==> src/rtl/joy_pkg.sv <==
package joy_pkg;
  typedef enum logic [1:0] {
    SEL_BOTH = 2'b00,
    SEL_HI   = 2'b01,
    SEL_LO   = 2'b10,
    SEL_NONE = 2'b11
  } joy_sel_e;

  localparam int unsigned SEL_LSB = 4;
  localparam int unsigned SEL_W   = 2;
endpackage

==> src/rtl/joy_sel_reg.sv <==
module joy_sel_reg
  import joy_pkg::*;
#(
  parameter int unsigned DW = 8
) (
  input  logic          clk_i,
  input  logic          rst_ni,
  input  logic          wr_en_i,
  input  logic [DW-1:0] wr_data_i,
  output joy_sel_e      sel_o
);
  joy_sel_e sel_q;

  always_ff @(posedge clk_i or negedge rst_ni) begin
    if (!rst_ni)      sel_q <= SEL_BOTH;
    else if (wr_en_i) sel_q <= joy_sel_e'(wr_data_i[SEL_LSB +: SEL_W]);
  end

  assign sel_o = sel_q;
endmodule

==> src/rtl/joy_nib_mux.sv <==
module joy_nib_mux
  import joy_pkg::*;
#(
  parameter int unsigned GW = 4
) (
  input  joy_sel_e        sel_i,
  input  logic [2*GW-1:0] btn_i,
  output logic [GW-1:0]   nib_o
);
  logic [GW-1:0] grp_lo, grp_hi;

  assign grp_lo = btn_i[GW-1:0];
  assign grp_hi = btn_i[2*GW-1:GW];

  always_comb begin
    unique case (sel_i)
      SEL_LO:   nib_o = grp_lo;
      SEL_HI:   nib_o = grp_hi;
      SEL_BOTH: nib_o = grp_lo & grp_hi; // pressed (0) in either group wins
      default:  nib_o = '1;
    endcase
  end
endmodule

==> src/rtl/joy_fall_det.sv <==
module joy_fall_det #(
  parameter int unsigned W = 4
) (
  input  logic         clk_i,
  input  logic         rst_ni,
  input  logic [W-1:0] nib_i,
  output logic         irq_o
);
  logic [W-1:0] prev_q;
  logic [W-1:0] fell;
  logic         irq_q;

  for (genvar i = 0; i < W; i++) begin : g_bit
    assign fell[i] = prev_q[i] & ~nib_i[i];
  end

  always_ff @(posedge clk_i or negedge rst_ni) begin
    if (!rst_ni) begin
      prev_q <= '1;
      irq_q  <= 1'b0;
    end else begin
      prev_q <= nib_i;
      irq_q  <= |fell;
    end
  end

  assign irq_o = irq_q;
endmodule

==> src/rtl/joy_matrix_reg.sv <==
module joy_matrix_reg
  import joy_pkg::*;
#(
  parameter int unsigned BTN_W = 8,
  parameter int unsigned DW    = 8
) (
  input  logic             clk_i,
  input  logic             rst_ni,
  input  logic             wr_en_i,
  input  logic [DW-1:0]    wr_data_i,
  output logic [DW-1:0]    rd_data_o,
  input  logic [BTN_W-1:0] btn_i,
  output logic             irq_o
);
  localparam int unsigned GW = BTN_W / 2;

  joy_sel_e      sel;
  logic [GW-1:0] nib;

  joy_sel_reg #(.DW(DW)) u_sel (
    .clk_i     (clk_i),
    .rst_ni    (rst_ni),
    .wr_en_i   (wr_en_i),
    .wr_data_i (wr_data_i),
    .sel_o     (sel)
  );

  joy_nib_mux #(.GW(GW)) u_mux (
    .sel_i (sel),
    .btn_i (btn_i),
    .nib_o (nib)
  );

  joy_fall_det #(.W(GW)) u_fall (
    .clk_i  (clk_i),
    .rst_ni (rst_ni),
    .nib_i  (nib),
    .irq_o  (irq_o)
  );

  // unused upper bits read as ones
  always_comb begin
    rd_data_o                    = '1;
    rd_data_o[SEL_LSB +: SEL_W]  = sel;
    rd_data_o[GW-1:0]            = nib;
  end
endmodule

==> config.mk <==
export PLATFORM = sky130hd
export DESIGN_NAME = joy_matrix_reg
export DESIGN_NICKNAME = d
export VERILOG_FILES = /design/src/rtl/joy_pkg.sv /design/src/rtl/joy_sel_reg.sv /design/src/rtl/joy_nib_mux.sv /design/src/rtl/joy_fall_det.sv /design/src/rtl/joy_matrix_reg.sv
export SDC_FILE = /design/constraint.sdc
export NUM_CORES = 1
export LEC_CHECK = 0
export CORE_AREA = 2 2 39 41
export CTS_CLUSTER_SIZE = 14
export DETAILED_ROUTE_END_ITERATION = 8
export DIE_AREA = 0 0 41 43
export DONT_BUFFER_PORTS = 1
export PLACE_DENSITY = 0.45
export SKIP_CTS_REPAIR_TIMING = 1
export SYNTH_ARGS = -nofsm -noshare
export SYNTH_HDL_FRONTEND = slang
export SYNTH_HIERARCHICAL = 1
export SYNTH_SLANG_ARGS = --single-unit
==> constraint.sdc <==
create_clock -name clk_i -period 1 [get_ports clk_i]
set_input_delay 0.25 -clock clk_i [delete_from_list [all_inputs] [get_ports clk_i]]
set_output_delay 0.25 -clock clk_i [all_outputs]
set_load 0.03 [all_outputs]
======== Word-level counts from Yosys, hierarchy flattened ========
Index checks and enable logic that the tools add are counted.
storage, ports and cells
  bits in registers ....................... 7
  latch bits .............................. 0
  memory bits (writable) .................. 0
  ROM bits ................................ 0
  input port bits ......................... 19
  output and inout bits ................... 9
  logic and storage cells ................. 17
  memories kept ........................... 0
operators by class
  add/sub/neg operators ................... 0
  multiply operators ...................... 0
  divide/modulo/power cells ............... 0
  order comparisons ....................... 0
  equality and inequality tests ........... 2
  shift-type cells ........................ 0
  multiplexer cells ....................... 1
  bitwise gates (word level) .............. 9
  reduce and logical (&&, ||, !) cells .... 2
operator list
  operator                                                         number
  4-bit case mux with 3 select lines                               1
  1-bit AND                                                        4
  4-bit AND                                                        1
  1-bit inverter                                                   4
  4-bit OR reduction                                               1
  2-bit by 1-bit == test with 1-bit output, second input constant  1
  2-bit == test, second input constant                             1
  2-bit zero test                                                  1

======== Longest topological paths before layout ========
  word-level depth ........................ 5
  mapped depth ............................ 3
  gate-level depth less buffers ........... 3

======== Modules after synthesis ========
Netlist, hierarchy kept.
modules (own cells, without submodules)
  module          instances  cells an instance  area each (um^2)
  joy_fall_det    1          10                 167.7
  joy_sel_reg     1          4                  72.6
  joy_nib_mux     1          4                  35.0
  joy_matrix_reg  1          3                  18.8

======== Worst setup path before layout ========
No wires, ideal clock.
  path type ............................... register to register
  start ................................... register u_sel.sel_q[0], in the netlist u_sel/sel_o[0]
  end ..................................... register u_fall.irq_q, in the netlist u_fall/irq_o
  data arrival time ....................... 1.222 ns
  slack ................................... -0.360 ns
  stages on the path, launching flop included .. 4
  path buffers ............................ 0
  clock period less this slack ............ 1.360 ns
  cells stage by stage .................... dfrtp_1 o22a_1 nand2b_1 o2111ai_2
between the ends
  longest elaborated chain between the ends .. 5
  elaborated cells on any way between the ends .. 13
  classes of those cells .................. eq/ne (2); mux (1); bitwise (8); reduce/logical (2)
RTL lines
  what                                                              RTL line              source
  start: declaration                                                joy_sel_reg.sv:12     joy_sel_e sel_q;
  start signal: assignment                                          joy_sel_reg.sv:16     else if (wr_en_i) sel_q <= joy_sel_e'(wr_data_i[SEL_LSB +: SEL_W]);
  2-bit by 1-bit == test with 1-bit output (tied with other cells)  joy_nib_mux.sv:16     unique case (sel_i)
  4-bit case mux with 3 select lines (*)                            joy_nib_mux.sv:16
  net rd_data_o[2]                                                  joy_matrix_reg.sv:11  output logic [DW-1:0] rd_data_o,
  1-bit inverter (*)                                                joy_fall_det.sv:14    assign fell[i] = prev_q[i] & ~nib_i[i];
  1-bit AND (*)                                                     joy_fall_det.sv:14
  4-bit OR reduction (*)                                            joy_fall_det.sv:23    irq_q <= |fell;
  end signal: assignment                                            joy_fall_det.sv:23
  end: declaration                                                  joy_fall_det.sv:11    logic irq_q;
The timed path passes the listed nets; every way through them passes the cells marked *.
A chain may end at the register's enable or synchronous reset.

======== Worst setup path after layout ========
  start ................................... register u_sel.sel_q[0], in the netlist u_sel/sel_o[0]
  end ..................................... output port rd_data_o[3]
between the ends
  longest elaborated chain between the ends .. 2
  elaborated cells on any way between the ends .. 4
  classes of those cells .................. eq/ne (2); mux (1); reduce/logical (1)
RTL lines
  what                                                              RTL line
  2-bit by 1-bit == test with 1-bit output (tied with other cells)  joy_nib_mux.sv:16
  4-bit case mux with 3 select lines (*)                            joy_nib_mux.sv:16
  end: declaration                                                  joy_matrix_reg.sv:11
Mark *: on every way between the ends. The rest lies on a longest branch, timed or not.

==> run_results.csv <==
group,metric,value,unit
cts,cts.root.buffer_cell,"clkbuf_4",
placement,numPlacedInstances,39,
die,initial_core_util,21.2,%
layout,syn_to_final_growth,46.4,%
synth,yosysSeqAreaShare,61.3,%
layout,drive_gt1_share,82.1,%
cts,path_clk_slew,50,ps
worst_setup_path,cp-endpoint,"rd_data_o[3]",
worst_setup_path,ff2ff_path_depth,3,
worst_setup_path,path_buf_inv,0,
timing,setup_viol,7,
synth,syn-cell-area,294,um^2
placement,io_buffers,0,
worst_hold_path,hp-start,"wr_data_i[5]",
timing,grt_setup_unrepaired,"yes",
cts,worstSkewPairLatency,250,ps
timing,finalHoldViolCount,0,
route,wl,632,um
layout,final_cell_area,430,um^2
worst_setup_path,crit_type,"reg -> out",
worst_setup_path,worstPathArrival,1000,ps
global_route,grt_pass1_wl,1.02,mm
layout,antennaDiodeCount,0,
worst_setup_path,endpoint_kind,"output port",
route,drtIter0Drc,3,
cts,cts_made_buffers,3,
global_route,grt_pass1_vias,233,
synth,syn_avg_cell_area,14.0,um^2
route,wl_per_cell,14.4,um
timing,fin_crit_sh,125,%
route,post-route-drc-count,0,
die,die_w,41,um
synth,ys_ff_latch,7,
pwr,powerDensity,1960,nW/um^2
worst_setup_path,crit_cells,1,
timing,max_freq,0.798,GHz
die,rows,14,
layout,final_cell_mix,"dfstp_2 (4), o22a_4 (4), clkbuf_4 (3), nand2b_4 (3), dfrtp_2 (3)",
global_route,antenna_found_initial,0,
die,die_area,1760,um^2
placement,placed_area,370,um^2
timing,min_period,1250,ps
die,pin_count,28,
route,viasPerCell,4.34,
outcome,failed_checks,"setup timing",
timing,worst_slack,-253,ps
global_route,grt_max_degree,8,
outcome,status,"complete, but fails checks",
route,num_vias,191,
worst_setup_path,r2r_start,"u_sel/sel_o[0]$_DFFE_PN0P_",
route,dr.pass1.iters,2,
worst_setup_path,r2r_slack,-60,ps
worst_setup_path,crit_slowest_cell,"dfrtp_2",
cts,clkSinkCount,7,
synth,synthCells,21,
worst_setup_path,critPathMaxFanout,5,
global_route,grt_use_total,9.93,%
worst_setup_path,critPathMaxStageDelay,450,ps
worst_setup_path,critPathLaunchType,"flop",
route,antenna_left,0,
timing,slew_violations,0,
flow_run,maxCapViolCount,0,
synth,synth.distinct_cells,9,
cts,cts_tree,"done",
layout,nNetsFinal,48,
die,die_h,43,um
placement,gpl.final_weighted_congestion,0.605,
worst_setup_path,crit_start,"u_sel/sel_o[0]$_DFFE_PN0P_",
worst_hold_path,min-delay-path-class,"in -> reg",
worst_setup_path,path_cells,"o22a_4",
worst_setup_path,timing.rr.end,"u_fall/irq_o$_DFF_PN0_",
worst_setup_path,critical_path_required,750,ps
global_route,grt-ovfl-total,0,
pwr,leakagePower,0.175,nW
timing,fin_skew,2.35,ps
cts,clockBufferDepth,2,
die,core,1380,um^2
synth,ys_warn_count,6,
layout,fin_cells,44,
worst_setup_path,cp_top_family,"flip-flops",
cts,htree_levels,1,
pwr,peakVddDrop,0.000548,V
placement,dp_hpwl,482,um
[Yosys cell counts]
library cell  n  area, um^2
dfstp_2       4         105
o22a_1        4        35.0
dfrtp_1       3        75.1
nand2b_1      3        18.8
buf_4         2        15.0
mux2_2        2        22.5
conb_1        1        3.75
inv_1         1        3.75
o2111ai_2     1        15.0
[worst min path at each step]
stage | to | slack, ps | cells past startpoint
floorplan | u_fall/irq_o$_DFF_PN0_ | -50 | 0
global placement | u_fall/irq_o$_DFF_PN0_ | -50 | 0
detailed placement | u_fall/irq_o$_DFF_PN0_ | -50 | 0
CTS | u_sel/sel_o[1]$_DFFE_PN0P_ | -330 | 0
global route | u_sel/sel_o[1]$_DFFE_PN0P_ | 130 | 1
finish | u_sel/sel_o[1]$_DFFE_PN0P_ | 150 | 1
[layer usage]
| layer | share of wire (%) | track usage (%) | vias to the layer above |
|---|---|---|---|
| met1 | 34 | 9.60 | 91 |
| met3 | 15 | 11.0 | 0 |
| met2 | 51 | 11.3 | 15 |
| li1 | - | - | 85 |
| met5 | 0 | 0 | - |
| met4 | 0 | 8.00 | 0 |
[state kept, by name, indices dropped and copies added (netlist names)]
name	count
u_fall/prev_q	4
u_sel/sel_o	2
u_fall/irq_o	1
[kinds of logic (layout without fill, tap and decap cells)]
logic type	Yosys count	count (layout)	synth area share, %
other	1	2	1.28
multiplexers	2	2	7.66
buffers and inverters	3	9	6.38
AND/OR/NAND/NOR	3	3	6.38
flip-flops	7	7	61.3
AO/OA/AOI/OAI	5	5	17.0
[worst reg2reg max path: stages (launching register included)]
cell and delay (ps):
dfrtp_2 450, o22a_4 290, nand2b_4 150, o2111ai_2 70
[cell type report]
cell class | instances | area [um^2]
Sequential cell | 7 | 184
Inverter | 1 | 3.75
Fill cell | 154 | 953
Tap cell | 16 | 20.0
Clock buffer | 4 | 26.3
Timing Repair Buffer | 4 | 40.0
Multi-Input combinational cell | 12 | 156
[report_power, final]
group / switching [mW] / internal [mW] / leakage [nW]
combinational: 0.104 / 0.0953 / 0.0862
sequential: 0.0507 / 0.335 / 0.0734
clock: 0.105 / 0.152 / 0.0150
total: 0.260 / 0.583 / 0.175
[through the flow]
step	hold slack (ps)	setup WS (ps)	setup TNS [ps]	util, %	power (mW)
2_1_floorplan	-45.6	-92.1	-267	-	0.534
3_3_place_gp	-45.4	-45.0	-70.8	26.8	0.561
3_5_place_dp	-45.4	-61.5	-96.5	26.8	0.564
4_1_cts	-327	-317	-1640	28.7	0.839
5_1_grt	126	-298	-1740	31.1	0.904
6_report	152	-253	-1420	31.1	0.843
Power figures use the tool's default switching activity.
